**config.mk**
```make
export PLATFORM = sky130hd
export DESIGN_NAME = twi_reg_slave
export DESIGN_NICKNAME = d
export VERILOG_FILES = /design/src/rtl/twi_pkg.sv /design/src/rtl/twi_line_filter.sv /design/src/rtl/twi_bus_events.sv /design/src/rtl/twi_slave_fsm.sv /design/src/rtl/twi_reg_bank.sv /design/src/rtl/twi_reg_slave.sv
export SDC_FILE = /design/constraint.sdc
export NUM_CORES = 1
export LEC_CHECK = 0
export BUFFER_PORTS_ARGS = -buffer_cell sky130_fd_sc_hd__clkbuf_2
export CORE_MARGIN = 1.5
export CORE_UTILIZATION = 45
export CTS_CLUSTER_DIAMETER = 50
export DETAILED_ROUTE_END_ITERATION = 12
export SYNTH_ARGS = -nofsm -noshare
export SYNTH_HDL_FRONTEND = slang
export SYNTH_SLANG_ARGS = --single-unit
```
**constraint.sdc**
```tcl
create_clock -name clk -period 3 [get_ports clk]
set_input_delay 0.3 -clock clk [delete_from_list [all_inputs] [get_ports clk]]
set_output_delay 0.3 -clock clk [all_outputs]
set_load 0.1 [all_outputs]
```
**src/rtl/twi_pkg.sv**
```systemverilog
// Shared types for the two-wire register slave.
package twi_pkg;

    // Protocol states of the slave controller
    typedef enum logic [3:0] {
        ST_IDLE,
        ST_DEVADDR,
        ST_DEVACK,
        ST_PTR,
        ST_PTRACK,
        ST_WRBYTE,
        ST_WRACK,
        ST_RDBYTE,
        ST_RDACK,
        ST_SKIP
    } twi_state_e;

endpackage

```
**src/rtl/twi_line_filter.sv**
```systemverilog
// Brings one asynchronous bus line into the clock domain. A chain of
// SYNC_STAGES flops is followed by a TAPS-sample majority vote, so a
// pulse shorter than TAPS/2+1 samples never reaches the output.
// Assumes: SYNC_STAGES >= 2, TAPS odd and >= 3. The idle line is high.
module twi_line_filter #(
    parameter int SYNC_STAGES = 2,
    parameter int TAPS        = 3
) (
    input  logic clk,
    input  logic rst_n,
    input  logic line_i,
    output logic line_o
);
    localparam int CNT_W = $clog2(TAPS + 1);
    localparam int HALF  = TAPS / 2;

    logic [SYNC_STAGES-1:0] sync_q;
    logic [TAPS-1:0]        win_q;
    logic [CNT_W-1:0]       ones;
    logic                   line_q;

    // Count the high samples in the voting window
    always_comb begin
        ones = '0;
        for (int i = 0; i < TAPS; i++) begin
            ones = ones + CNT_W'(win_q[i]);
        end
    end

    // Synchronize, shift the window and register the majority decision
    always_ff @(posedge clk) begin
        if (!rst_n) begin
            sync_q <= '1;
            win_q  <= '1;
            line_q <= 1'b1;
        end else begin
            sync_q <= {sync_q[SYNC_STAGES-2:0], line_i};
            win_q  <= {win_q[TAPS-2:0], sync_q[SYNC_STAGES-1]};
            line_q <= (int'(ones) > HALF);
        end
    end

    assign line_o = line_q;
endmodule

```
**src/rtl/twi_bus_events.sv**
```systemverilog
// Turns the filtered SCL and SDA levels into single-cycle events:
// SCL rising, SCL falling, START (SDA falls while SCL high) and STOP
// (SDA rises while SCL high). Assumes both inputs are already clean.
module twi_bus_events (
    input  logic clk,
    input  logic rst_n,
    input  logic scl_lvl,
    input  logic sda_lvl,
    output logic scl_rise,
    output logic scl_fall,
    output logic start_det,
    output logic stop_det
);
    logic scl_prev;
    logic sda_prev;

    // Remember the previous levels of both lines
    always_ff @(posedge clk) begin
        if (!rst_n) begin
            scl_prev <= 1'b1;
            sda_prev <= 1'b1;
        end else begin
            scl_prev <= scl_lvl;
            sda_prev <= sda_lvl;
        end
    end

    // Decode edges and bus conditions
    always_comb begin
        scl_rise  = scl_lvl & ~scl_prev;
        scl_fall  = ~scl_lvl & scl_prev;
        start_det = scl_lvl & scl_prev & sda_prev & ~sda_lvl;
        stop_det  = scl_lvl & scl_prev & ~sda_prev & sda_lvl;
    end
endmodule

```
**src/rtl/twi_slave_fsm.sv**
```systemverilog
// Protocol controller of the register slave. It samples SDA on SCL rising
// edges and changes its SDA enable only on SCL falling edges. It matches
// DEV_ID, loads the 8-bit pointer, issues write requests and shifts out
// read data. The pointer increments after every data byte and is kept
// across STOP and repeated START. Assumes no clock stretching is needed.
module twi_slave_fsm
    import twi_pkg::*;
#(
    parameter logic [6:0] DEV_ID = 7'h33,
    parameter int         AW     = 8,
    parameter int         DW     = 8
) (
    input  logic          clk,
    input  logic          rst_n,
    input  logic          scl_rise,
    input  logic          scl_fall,
    input  logic          start_det,
    input  logic          stop_det,
    input  logic          sda_lvl,
    input  logic [DW-1:0] rd_data,
    output logic [AW-1:0] ptr,
    output logic          sda_oe,
    output logic          wr_req,
    output logic [AW-1:0] wr_addr,
    output logic [DW-1:0] wr_data,
    output twi_state_e    state
);
    localparam int BIT_W = $clog2(DW + 1);
    localparam logic [BIT_W-1:0] LAST_BIT = BIT_W'(DW);

    twi_state_e     state_q;
    logic [DW-1:0]  shift_q;
    logic [BIT_W-1:0] bit_q;
    logic [AW-1:0]  ptr_q;
    logic           oe_q;
    logic           dir_rd_q;
    logic           host_ack_q;
    logic           req_q;
    logic [AW-1:0]  req_addr_q;
    logic [DW-1:0]  req_data_q;

    // Sequence the protocol one bus event at a time
    always_ff @(posedge clk) begin
        if (!rst_n) begin
            state_q    <= ST_IDLE;
            shift_q    <= '0;
            bit_q      <= '0;
            ptr_q      <= '0;
            oe_q       <= 1'b0;
            dir_rd_q   <= 1'b0;
            host_ack_q <= 1'b0;
            req_q      <= 1'b0;
            req_addr_q <= '0;
            req_data_q <= '0;
        end else begin
            req_q <= 1'b0;
            if (stop_det) begin
                state_q <= ST_IDLE;
                oe_q    <= 1'b0;
            end else if (start_det) begin
                state_q <= ST_DEVADDR;
                oe_q    <= 1'b0;
                bit_q   <= '0;
            end else begin
                unique case (state_q)
                    ST_DEVADDR: begin
                        if (scl_rise) begin
                            shift_q <= {shift_q[DW-2:0], sda_lvl};
                            bit_q   <= bit_q + 1'b1;
                        end else if (scl_fall && bit_q == LAST_BIT) begin
                            bit_q <= '0;
                            if (shift_q[DW-1:1] == DEV_ID) begin
                                dir_rd_q <= shift_q[0];
                                oe_q     <= 1'b1;
                                state_q  <= ST_DEVACK;
                            end else begin
                                state_q  <= ST_SKIP;
                            end
                        end
                    end
                    ST_DEVACK: begin
                        if (scl_fall) begin
                            bit_q <= '0;
                            if (dir_rd_q) begin
                                shift_q <= rd_data;
                                oe_q    <= ~rd_data[DW-1];
                                state_q <= ST_RDBYTE;
                            end else begin
                                oe_q    <= 1'b0;
                                state_q <= ST_PTR;
                            end
                        end
                    end
                    ST_PTR: begin
                        if (scl_rise) begin
                            shift_q <= {shift_q[DW-2:0], sda_lvl};
                            bit_q   <= bit_q + 1'b1;
                        end else if (scl_fall && bit_q == LAST_BIT) begin
                            ptr_q   <= AW'(shift_q);
                            bit_q   <= '0;
                            oe_q    <= 1'b1;
                            state_q <= ST_PTRACK;
                        end
                    end
                    ST_PTRACK, ST_WRACK: begin
                        if (scl_fall) begin
                            oe_q    <= 1'b0;
                            state_q <= ST_WRBYTE;
                        end
                    end
                    ST_WRBYTE: begin
                        if (scl_rise) begin
                            shift_q <= {shift_q[DW-2:0], sda_lvl};
                            bit_q   <= bit_q + 1'b1;
                        end else if (scl_fall && bit_q == LAST_BIT) begin
                            req_q      <= 1'b1;
                            req_addr_q <= ptr_q;
                            req_data_q <= shift_q;
                            ptr_q      <= ptr_q + 1'b1;
                            bit_q      <= '0;
                            oe_q       <= 1'b1;
                            state_q    <= ST_WRACK;
                        end
                    end
                    ST_RDBYTE: begin
                        if (scl_rise) begin
                            bit_q <= bit_q + 1'b1;
                        end else if (scl_fall) begin
                            if (bit_q == LAST_BIT) begin
                                oe_q    <= 1'b0;
                                ptr_q   <= ptr_q + 1'b1;
                                bit_q   <= '0;
                                state_q <= ST_RDACK;
                            end else begin
                                shift_q <= {shift_q[DW-2:0], 1'b0};
                                oe_q    <= ~shift_q[DW-2];
                            end
                        end
                    end
                    ST_RDACK: begin
                        if (scl_rise) begin
                            host_ack_q <= ~sda_lvl;
                        end else if (scl_fall) begin
                            bit_q <= '0;
                            if (host_ack_q) begin
                                shift_q <= rd_data;
                                oe_q    <= ~rd_data[DW-1];
                                state_q <= ST_RDBYTE;
                            end else begin
                                state_q <= ST_SKIP;
                            end
                        end
                    end
                    default: begin
                        oe_q <= 1'b0;
                    end
                endcase
            end
        end
    end

    assign ptr     = ptr_q;
    assign sda_oe  = oe_q;
    assign wr_req  = req_q;
    assign wr_addr = req_addr_q;
    assign wr_data = req_data_q;
    assign state   = state_q;
endmodule

```
**src/rtl/twi_reg_bank.sv**
```systemverilog
// Byte register bank with one write port and two read ports. Port A is
// addressed by the full pointer width and returns zero above the bank.
// Port B is the parallel port. Writes above the bank are dropped and
// produce no accept pulse. Assumes NREGS is a power of two below 2**AW.
module twi_reg_bank #(
    parameter int NREGS = 16,
    parameter int AW    = 8,
    parameter int DW    = 8
) (
    input  logic                     clk,
    input  logic                     rst_n,
    input  logic                     wr_req,
    input  logic [AW-1:0]            wr_addr,
    input  logic [DW-1:0]            wr_data,
    output logic                     wr_accept,
    input  logic [AW-1:0]            rd_addr_a,
    output logic [DW-1:0]            rd_data_a,
    input  logic [$clog2(NREGS)-1:0] rd_addr_b,
    output logic [DW-1:0]            rd_data_b
);
    localparam int IDX_W = $clog2(NREGS);
    localparam logic [AW:0] LIMIT = (AW + 1)'(NREGS);

    logic [DW-1:0] mem_q [NREGS];
    logic          wr_in_range;
    logic          rd_in_range;

    // Range checks against the implemented depth
    always_comb begin
        wr_in_range = {1'b0, wr_addr} < LIMIT;
        rd_in_range = {1'b0, rd_addr_a} < LIMIT;
        wr_accept   = wr_req & wr_in_range;
    end

    // Store accepted writes, clear on reset
    always_ff @(posedge clk) begin
        if (!rst_n) begin
            for (int i = 0; i < NREGS; i++) begin
                mem_q[i] <= '0;
            end
        end else if (wr_accept) begin
            mem_q[wr_addr[IDX_W-1:0]] <= wr_data;
        end
    end

    // Read ports, zero fill above the bank on port A
    always_comb begin
        rd_data_a = rd_in_range ? mem_q[rd_addr_a[IDX_W-1:0]] : '0;
        rd_data_b = mem_q[rd_addr_b];
    end
endmodule

```
**src/rtl/twi_reg_slave.sv**
```systemverilog
// Top of the two-wire register slave: line filters for SCL and SDA, bus
// event decoder, protocol controller and register bank. SDA leaves as an
// open-drain enable. Assumes the pad returns the wired-AND bus level on
// sda_i and that SCL is never held low by this block.
module twi_reg_slave
    import twi_pkg::*;
#(
    parameter logic [6:0] DEV_ID      = 7'h33,
    parameter int         NREGS       = 16,
    parameter int         SYNC_STAGES = 2,
    parameter int         FILT_TAPS   = 3
) (
    input  logic                     clk,
    input  logic                     rst_n,
    input  logic                     scl_i,
    input  logic                     sda_i,
    output logic                     sda_oe,
    input  logic [$clog2(NREGS)-1:0] par_addr,
    output logic [7:0]               par_rdata,
    output logic                     wr_stb,
    output logic [7:0]               wr_addr,
    output logic [7:0]               wr_data
);
    localparam int AW     = 8;
    localparam int DW     = 8;
    localparam int NLINES = 2;

    logic [NLINES-1:0] line_raw;
    logic [NLINES-1:0] line_flt;
    logic              scl_lvl;
    logic              sda_lvl;
    logic              scl_rise;
    logic              scl_fall;
    logic              start_det;
    logic              stop_det;
    logic [AW-1:0]     ptr;
    logic [DW-1:0]     rd_data;
    logic              wr_req;
    twi_state_e        fsm_state;

    assign line_raw = {sda_i, scl_i};

    // One synchronizer and majority filter per bus line
    for (genvar g = 0; g < NLINES; g++) begin : g_line
        twi_line_filter #(
            .SYNC_STAGES(SYNC_STAGES),
            .TAPS       (FILT_TAPS)
        ) u_filt (
            .clk   (clk),
            .rst_n (rst_n),
            .line_i(line_raw[g]),
            .line_o(line_flt[g])
        );
    end

    assign scl_lvl = line_flt[0];
    assign sda_lvl = line_flt[1];

    twi_bus_events u_events (
        .clk      (clk),
        .rst_n    (rst_n),
        .scl_lvl  (scl_lvl),
        .sda_lvl  (sda_lvl),
        .scl_rise (scl_rise),
        .scl_fall (scl_fall),
        .start_det(start_det),
        .stop_det (stop_det)
    );

    twi_slave_fsm #(
        .DEV_ID(DEV_ID),
        .AW    (AW),
        .DW    (DW)
    ) u_fsm (
        .clk      (clk),
        .rst_n    (rst_n),
        .scl_rise (scl_rise),
        .scl_fall (scl_fall),
        .start_det(start_det),
        .stop_det (stop_det),
        .sda_lvl  (sda_lvl),
        .rd_data  (rd_data),
        .ptr      (ptr),
        .sda_oe   (sda_oe),
        .wr_req   (wr_req),
        .wr_addr  (wr_addr),
        .wr_data  (wr_data),
        .state    (fsm_state)
    );

    twi_reg_bank #(
        .NREGS(NREGS),
        .AW   (AW),
        .DW   (DW)
    ) u_bank (
        .clk      (clk),
        .rst_n    (rst_n),
        .wr_req   (wr_req),
        .wr_addr  (wr_addr),
        .wr_data  (wr_data),
        .wr_accept(wr_stb),
        .rd_addr_a(ptr),
        .rd_data_a(rd_data),
        .rd_addr_b(par_addr),
        .rd_data_b(par_rdata)
    );
endmodule

```
==> impl_metrics.ini, run 1 <==
[sta]
rsz0062_at_grt = false
period_minus_slack_ns = 2.53
finalSetupViolations = 0
finalMaxSlewViolations = 0
max_freq_mhz = 396
worst_pin_slew_ns = 0.895
relSlewSlack_pct = 39.7
fin_ws_ns = 0.474
finalCritPeriodShare_pct = 84.2
hold_viol = 0
skew_ns = 0.0101

[outcome]
status = finished clean

[synthesis]
synth_warnings = 0
synth-async-reset-ratio_pct = 0
synth_seq_area_share_pct = 51.6
syn_area_per_cell_um2 = 12.6
synth_flop_cell = edfxtp_1
syn_nets = 798
syn_area_um2 = 9860
synth_edf_count = 128
yosys_register_bits = 190
syn_inst = 785
synth_cell_types = 60

[floorplanning]
die_y_um = 151
die-area_um2 = 22800
core_um2 = 21200
die_x_um = 151
io_pins = 34
start_util_pct = 46.4
rows = 53

[critical_path]
crit_family = simple AND/OR/NAND/NOR gates
cp_common_cell = nand3_1
critPathBufInv = 0
end_kind = flop
slowest_delay_ns = 0.55
cpMaxStageDelayCell = dfxtp_1
cp-start-kind = flop
crit_chain = nor2b_1 > nand3_1 > nor2_1 > nand3_1 > a21boi_0
r2r_slack_ns = 0.47
cp.required_ns = 3.28
cp_max_fo = 12
crit_type = reg -> reg
worstPathArrival_ns = 2.81

[global_routing]
grtUsageMet1_pct = 34.1
grt.met3_usage_pct = 6.63
grt_pass1_vias = 6407
grt_max_degree = 70
grt_util_all_layers_pct = 23.8
globalRoute.busiestLayer = met2
antenna_found_initial = 1
grt_pass1_wl_mm = 39.1
gr-total-overflow = 0
met2_usage_pct = 35.4

[cts]
clk_pin_slew_ns = 0.07
cts_tree = done
clk_path_buf_depth = 2
clock_sinks = 190
cts_root_buf = clkbuf_16
cts-resized-gates = 0
clk_latency_ns = 0.44
ctsHoldBuffers = 0
cts_htree_levels = 4
cts_buffers = 17
post_cts_buffers = 0

[drt]
drt_iter0_drc = 718
wl_per_cell_um = 23.3
drt_drc_violations_left = 0
drtPass1Iterations = 5
vias = 6716
vias_per_cell = 6.06
ant_nets = 0
drt_wl_total_mm = 25.8

[finish]
nets = 833
final_layout_size_suffix_gt1_share_pct = 23.6
fin_util_pct = 52.7
n_fill_cell = 1830
final_common_cell = and2_1
area_delta_synth_final_pct = 13.4
num_antenna_cells = 0
mostFrequentLayoutCells = and2_1 (130), edfxtp_1 (128), mux4_2 (70)

[power]
power_mw = 6.29
p_leak_nw = 4.01
pwr_density_cell_nw_per_um2 = 563
vdd_drop_max_mv = 0.298

[flow_run]
drv_cap = 0

[placement]
hpwl_mm = 19.0
place_ws_ns = 0.509
gp_congestion = 0.923
io_buffer_count = 33

[worst_hold_path]
hp-class = in -> reg
==> path summary, 6_finish.rpt <==
check                               endpoint                        from  cells past startpoint
setup / recovery                        flop              u_fsm.state[0]                      5
hold / removal    g_line[0].u_filt.sync_q[0]                       scl_i                      2
setup reg to reg                        flop              u_fsm.state[0]                      5
hold reg to reg    g_line[1].u_filt.win_q[0]  g_line[1].u_filt.sync_q[1]                      1
==> metrics by stage <==
stage                     std cells  cell area, um2  hold WS, ns  setup TNS (ns)
after floorplan                 785            9860        0.386          -0.975
after global placement         1076           10600        0.391               0
after detailed placement       1076           10600        0.398               0
after CTS                      1108           11200       0.0297               0
after global routing           1108           11200       0.0372               0
final                          1108           11200       0.0452               0
==> where the power goes <==
group	leakage [nW]	switching, mW	total (mW)	internal [mW]
combinational	1.90	0.532	0.901	0.369
clock	0.283	1.09	2.35	1.26
sequential	1.82	0.152	3.04	2.89
==> synthesized netlist by cell type (3+ instances only) <==
| cell | instances | area share (%) |
|---|---|---|
| mux2i_1 | 34 | 3.5 |
| nor2b_1 | 24 | 1.5 |
| dfxtp_1 | 62 | 13 |
| mux4_2 | 70 | 16 |
| a22oi_1 | 4 | 0.30 |
| edfxtp_1 | 128 | 39 |
| clkbuf_1 | 38 | 1.4 |
| nor3_1 | 9 | 0.46 |
| and2_1 | 130 | 8.3 |
| a21oi_1 | 26 | 1.3 |
| o22ai_1 | 7 | 0.44 |
| inv_1 | 6 | 0.23 |
| ha_1 | 5 | 0.63 |
| a41oi_1 | 3 | 0.27 |
| o21ai_0 | 37 | 1.9 |
| nor2_1 | 39 | 1.5 |
| nand2_1 | 39 | 1.5 |
| nand2b_1 | 25 | 1.6 |
| a211oi_1 | 6 | 0.46 |
| nand4_1 | 4 | 0.25 |
| nand3_1 | 9 | 0.46 |
| buf_1 | 4 | 0.15 |
| buf_2 | 13 | 0.66 |
| and3b_1 | 3 | 0.27 |
| o211ai_1 | 4 | 0.30 |
| o221a_2 | 7 | 0.80 |
| nand3b_1 | 3 | 0.23 |
| o211a_1 | 3 | 0.30 |
==> flip-flops by register name, summed over array words and instances, names as in the netlist, 2 cells and up, named ones only <==
| register | count |
|---|---|
| u_bank.mem_q | 128 |
| u_fsm.ptr | 8 |
| u_fsm.shift_q | 8 |
| u_fsm.wr_addr | 8 |
| u_fsm.wr_data | 8 |
| g_line.u_filt.win_q | 6 |
| g_line.u_filt.sync_q | 4 |
| u_fsm.bit_q | 4 |
| u_fsm.state | 4 |
| g_line.u_filt.line_o | 2 |
==> metal layers <==
metal	up-vias	share of wire (%)
li1	3009	-
met1	3366	44
met2	300	45
met3	39	8.8
met4	2	1.8
met5	-	0.047
==> worst register-to-register path, delay by kind of cell (launching register included) <==
family	cells	cell delay [ns]
and+or+nand+nor	4	1.38
AOI/OAI and AO/OA	1	0.44
DFF	1	0.55
==> cell type report <==
class | count | area, um2 | share of cell area (%)
tap | 275 | 344 | 3.08
clock inverter | 15 | 178 | 1.59
clock buffer | 17 | 425 | 3.81
timing repair buffer | 74 | 618 | 5.53
inverter | 7 | 26.3 | 0.235
sequential | 190 | 5090 | 45.5
multi-input combinational | 530 | 4490 | 40.2
==> logic make-up (layout without fill, tap and decap cells) <==
family,after synthesis,after routing,synth area share [%]
buf+inv,65,113,2.81
fa+ha+maj,6,6,0.736
flops,190,190,51.6
mux,106,106,19.7
simple gates,300,300,17.2
compound gates,117,117,7.92
xor+xnor,1,1,0.0889
Power figures use the tool's default switching activity.
==> run 2, diff against run 1 <==
--- a/config.mk
+++ b/config.mk
@@ -5,6 +5,7 @@
 export SDC_FILE = /design/constraint.sdc
 export NUM_CORES = 1
 export LEC_CHECK = 0
+export ABC_AREA = 1
 export BUFFER_PORTS_ARGS = -buffer_cell sky130_fd_sc_hd__clkbuf_2
 export CORE_MARGIN = 1.5
 export CORE_UTILIZATION = 45
==> constraint.sdc (replaced) <==
create_clock -name clk -period 2.6 [get_ports clk]
set_input_delay 0.26 -clock clk [delete_from_list [all_inputs] [get_ports clk]]
set_output_delay 0.26 -clock clk [all_outputs]
set_load 0.1 [all_outputs]
==> run 2 against run 1 <==
Sequential power up 19%. Via count rose by 28%. Synthesized cell count is 57% higher. Routed wire length increased by 14%. Area after synthesis is 0.83% higher. Flip-flop and latch count unchanged. Global-route usage is 2.7 points higher. Die area rose by 0.81%. Critical path type is now reg -> out.
==> impl_metrics.ini, run 2 <==
[outcome]
status = finished clean

[critical_path]
cp_max_fo = 2
worstPathArrival_ns = 1.90
r2r_cells = 7
crit_family = compound AO/OA/AOI/OAI gates
slowest_delay_ns = 0.37
cpMaxStageDelayCell = o21ai_0
cp.depth = 7
crit_type = reg -> out
end_kind = output pin
critPathBufInv = 2
cp-start-kind = flop
crit_chain = inv_1 > nor2_1 > a21oi_1 > o21ai_0 > o221ai_1 > o21ai_2 > buf_12
cp.required_ns = 2.34

[sta]
hold_viol = 0
finalMaxSlewViolations = 0
period_minus_slack_ns = 2.16
finalSetupViolations = 0
worst_pin_slew_ns = 0.941
skew_ns = 0.0154
finalCritPeriodShare_pct = 83.1
max_freq_mhz = 463
rsz0062_at_grt = false
relSlewSlack_pct = 36.9
final.setup.tns_ns = 0

[finish]
final_cells = 1536
largest_register = u_bank.mem_q
mostFrequentLayoutCells = nor2_1 (209), nand2_1 (169), o21ai_0 (149)
design_area_um2 = 11200
final_layout_size_suffix_gt1_share_pct = 13.4
area_delta_synth_final_pct = 12.9
num_antenna_cells = 0
nets = 1256
final_common_cell = nor2_1
largest_reg_flops = 128

[synthesis]
synth_cell_types = 39
synth_flop_cell = edfxtp_1
synth_edf_count = 128
yosysMostFrequentCell = nor2_1
syn_area_per_cell_um2 = 8.05
syn_nets = 1247
yosys.area.top_type = edfxtp_1
ys_top_cells_by_count = nor2_1 (209), nand2_1 (195), o21ai_0 (153), edfxtp_1 (128), a21oi_1 (122)
synth-async-reset-ratio_pct = 0
synth_top_area_share_pct = 38.7
yosys-top-cells-area = edfxtp_1 (39%), dfxtp_1 (12%), nor2_1 (7.9%)
yosys_register_bits = 190
synth_warnings = 0
syn_inst = 1234
synth_seq_area_share_pct = 51.2
syn_area_um2 = 9940

[floorplanning]
die_y_um = 152
start_util_pct = 45.7
io_pins = 34
die_x_um = 152
die-area_um2 = 23000
core_um2 = 21800
rows = 54

[power]
p_sw_mw = 3.03
vdd_drop_max_mv = 0.460
sw_frac_of_total_pct = 35.7
p_clk_share_pct = 30.9
p_seq_share_pct = 42.7
p_leak_nw = 4.27
pwr_density_cell_nw_per_um2 = 756
pwr-share-comb_pct = 26.4
power.internal_mw = 5.46

[placement]
placed_cells = 1502
gp_congestion = 0.917
hpwl_mm = 20.7
placed_area_um2 = 10600
io_buffer_count = 33

[cts]
cts_buffers = 17
post_cts_buffers = 0
clk_path_buf_depth = 2
ctsHoldBuffers = 2
cts_htree_levels = 4
cts_tree = done
cts_root_buf = clkbuf_16
cts-resized-gates = 0
clk_pin_slew_ns = 0.08
clk_latency_ns = 0.45
clock_sinks = 190

[drt]
vias = 8623
drtPass1Iterations = 5
drt_drc_violations_left = 0
drt_iter0_drc = 738
wl_per_cell_um = 19.2
ant_nets = 0
vias_per_cell = 5.61
drt_wl_total_mm = 29.4

[global_routing]
gr-total-overflow = 0
grt_util_all_layers_pct = 26.6
grt_pass1_wl_mm = 44.9
grt_max_degree = 63
antenna_found_initial = 0
grt_pass1_vias = 7806

[worst_hold_path]
holdPathStages = 1
hp-class = reg -> reg

[flow_run]
drv_cap = 0
-- run 2: cell count changes after synthesis, moves of 10 or more --
cell	previous run	this run
nor2_1	39	209
nand2_1	39	195
and2_1	130	0
o21ai_0	37	153
inv_1	6	109
a21oi_1	26	122
mux4_2	70	0
nand3_1	9	55
mux2i_1	34	4
nand2b_1	25	0
nor2b_1	24	0
o211ai_1	4	23
clkbuf_1	38	54
or2_2	2	12
-- run 2: layer usage --
layer	up-vias	global-route usage, %	wire (um)
met1	4070	37.8	13400
li1	4180	-	-
met5	-	0	0
met4	0	10.8	851
met2	318	41.2	13300
met3	55	3.02	1900
-- run 2: worst paths after layout --
path	from	endpoint	slack [ns]
worst max-delay path	u_bank.mem_q[14][7]	par_rdata[7]	0.44
worst min-delay path	g_line[0].u_filt.sync_q[1]	g_line[0].u_filt.win_q[0]	0.41
worst max register to register	flop	u_fsm.shift_q[6]	0.53
worst min register to register	g_line[0].u_filt.sync_q[1]	g_line[0].u_filt.win_q[0]	0.41
-- run 2: area by class of cell --
cell class | count | area, um2
clock buffers | 17 | 425
clock inverters | 15 | 154
fillers | 2097 | 10500
inverters | 120 | 450
multi-input cells | 854 | 4220
flip-flops and latches | 190 | 5100
well taps | 280 | 350
repair buffers | 60 | 520
-- run 2: worst reg2reg max path: cells and delay by family, from the launching register on --
family	cells	cell delay, ns
AO/OA/AOI/OAI	4	0.85
buffers and inverters	1	0.37
flip-flops	1	0.66
AND/OR/NAND/NOR	2	0.12
-- run 2: kinds of logic (layout without fill, tap and decap cells) --
family | Yosys count | count (layout) | share of synthesized area (%)
muxes | 4 | 4 | 0.403
AOI/OAI and AO/OA | 329 | 329 | 17.9
adders and majority gates | 5 | 5 | 0.630
buffers and inverters | 190 | 212 | 7.48
and+or+nand+nor | 512 | 512 | 22.0
DFF | 190 | 190 | 51.2
xor gates and xnor gates | 4 | 4 | 0.353
-- run 2: power groups by stage --
stage	clock, mW	combinational (mW)	sequential (mW)
after detailed placement	0	2.20	3.69
after global routing	2.76	2.47	3.66
after global placement	0	2.19	3.69
final	2.62	2.24	3.63
after floorplan	0	1.62	3.63
after CTS	2.64	2.21	3.62
-- run 2: stage by stage --
| step | util [%] | hold slack, ns | total power, mW | setup WS, ns |
|---|---|---|---|---|
| 5_1_grt | 51.6 | 0.432 | 8.88 | 0.328 |
| 3_3_place_gp | 48.8 | 0.403 | 5.88 | 0.515 |
| 3_5_place_dp | 48.8 | 0.402 | 5.89 | 0.506 |
| 4_1_cts | 51.6 | 0.422 | 8.47 | 0.451 |
| 2_1_floorplan | - | 0.367 | 5.25 | 0.00262 |
| 6_report | 51.6 | 0.415 | 8.49 | 0.440 |
==> run 3, diff against run 2 <==
--- a/config.mk
+++ b/config.mk
@@ -5,7 +5,7 @@
 export SDC_FILE = /design/constraint.sdc
 export NUM_CORES = 1
 export LEC_CHECK = 0
-export ABC_AREA = 1
+export ABC_AREA = 0
 export BUFFER_PORTS_ARGS = -buffer_cell sky130_fd_sc_hd__clkbuf_2
 export CORE_MARGIN = 1.5
 export CORE_UTILIZATION = 45
==> constraint.sdc (replaced) <==
create_clock -name clk -period 2.1 [get_ports clk]
set_input_delay 0.21 -clock clk [delete_from_list [all_inputs] [get_ports clk]]
set_output_delay 0.21 -clock clk [all_outputs]
set_load 0.1 [all_outputs]
==> run 3 against run 2 <==
The run now ends with setup timing left. Count of clock-buffer cells in the layout unchanged. Hold slack got worse by 0.14 ns. Core utilization up 5.4 points. Design area is 7.7% higher. Final cell count is 24% lower.
==> impl_metrics.ini, run 3 (synthesized netlist as in run 1, its figures left out) <==
[outcome]
status = finished with violations
violations = setup timing

[drt]
wl_per_cell_um = 23.2
vias = 7021
vias_per_cell = 6.04
drt_wl_total_mm = 26.9
drt_drc_violations_left = 0
drtPass1Iterations = 5
ant_nets = 0
drt_iter0_drc = 681

[power]
power_mw = 9.37
vdd_drop_max_mv = 0.547
pwr_density_cell_nw_per_um2 = 775
p_leak_nw = 4.45

[critical_path]
worstPathArrival_ns = 2.16
cp.required_ns = 1.89
cp_max_fo = 2
crit_type = reg -> out
cp-start-kind = flop
end_kind = output pin

[sta]
finalCritPeriodShare_pct = 113
skew_ns = 0.0156
worst_pin_slew_ns = 0.831
finalMaxSlewViolations = 0
period_minus_slack_ns = 2.37
fin_ws_ns = -0.267
rsz0062_at_grt = true
relSlewSlack_pct = 44.0
finalSetupViolations = 11
hold_viol = 0
max_freq_mhz = 422

[global_routing]
antenna_found_initial = 0
gr-total-overflow = 0
grt_pass1_vias = 6793
grt_max_degree = 45
grt_util_all_layers_pct = 24.7
grt_pass1_wl_mm = 40.9

[flow_run]
drv_cap = 0

[floorplanning]
rows = 53
core_um2 = 21200
io_pins = 34
die_y_um = 151
start_util_pct = 46.4
die-area_um2 = 22800
die_x_um = 151

[finish]
largest_register = u_bank.mem_q
nets = 887
design_area_um2 = 12100
mostFrequentLayoutCells = and2_1 (129), edfxtp_1 (128), mux4_2 (70)
num_antenna_cells = 0
largest_reg_flops = 128
final_layout_size_suffix_gt1_share_pct = 33.4
final_common_cell = and2_1
area_delta_synth_final_pct = 22.7

[placement]
hpwl_mm = 19.5
place_ws_ns = -0.0270
io_buffer_count = 33
placed_area_um2 = 11200
gp_congestion = 0.861

[cts]
cts_buffers = 17
cts_tree = done
clk_latency_ns = 0.44
clk_path_buf_depth = 2
cts_htree_levels = 4
cts_root_buf = clkbuf_16
clock_sinks = 190
clk_pin_slew_ns = 0.07

[worst_hold_path]
hp-class = in -> reg
==> run 3: cell types whose count changed in the layout (fill, tap and decap cells not counted), moves of 26 or more <==
cell / delta
nor2_1: -171
nand2_1: -131
and2_1: +129
o21ai_0: -128
inv_1: -103
a21oi_1: -99
mux4_2: +70
nand3_1: -46
buf_4: +42
mux2i_1: +29
nand2_2: -26
==> run 3: metrics by stage <==
stage	instances	util (%)	setup TNS, ns	hold slack [ns]
after floorplan	785	-	-14.53	0.311
after global placement	1117	52.7	-0.0506	0.390
after detailed placement	1117	52.7	-0.0270	0.397
after CTS	1154	55.8	-1.87	0.271
after global routing	1162	57.0	-2.45	0.293
final	1162	57.0	-1.98	0.279
==> run 3: final cells by class <==
type | instances | area [um2]
inverter | 7 | 26.3
sequential | 190 | 5110
clock inverter | 15 | 196
timing repair buffer | 128 | 1300
fill | 1753 | 9130
tap | 275 | 344
multi-input combinational | 530 | 4680
clock buffer | 17 | 425
==> run 3: per-layer routing <==
metal	GRT usage [%]	routed length, um
met1	34.7	11600
met2	40.0	13100
met3	3.86	1810
met4	6.70	428
met5	0	0
==> run 3: worst max-delay path: stages (launching register included) <==
cell      delay [ns]
edfxtp_1        0.42
mux4_2          0.52
mux4_2          0.57
buf_12          0.20
==> run 3: where the power goes <==
| group | internal (mW) | switching [mW] | leakage, nW |
|---|---|---|---|
| Clock | 1.82 | 1.56 | 0.298 |
| Combinational | 0.752 | 0.978 | 2.32 |
| Sequential | 4.12 | 0.133 | 1.83 |
==> run 3: path summary, 6_finish.rpt <==
check                        startpoint                   endpoint  slack (ns)  depth (start not counted)
max                 u_bank.mem_q[10][6]               par_rdata[6]       -0.27                          3
min                               rst_n                       flop        0.28                          3
max reg2reg              u_fsm.state[0]           u_fsm.shift_q[7]       -0.07                          8
min reg2reg  g_line[1].u_filt.sync_q[1]  g_line[1].u_filt.win_q[0]        0.41                          1
==> run 3: repair_timing <==
| item | 4_1_cts | 5_1_grt |
|---|---|---|
| gates resized for setup | 2 | 35 |
| setup endpoints to repair | 16 | 87 |
| gates cloned | 0 | 1 |
| hold endpoints to repair | 2 | 0 |
| hold buffers | 2 | 0 |
| pin swaps | 0 | 3 |
| setup buffers | 3 | 7 |
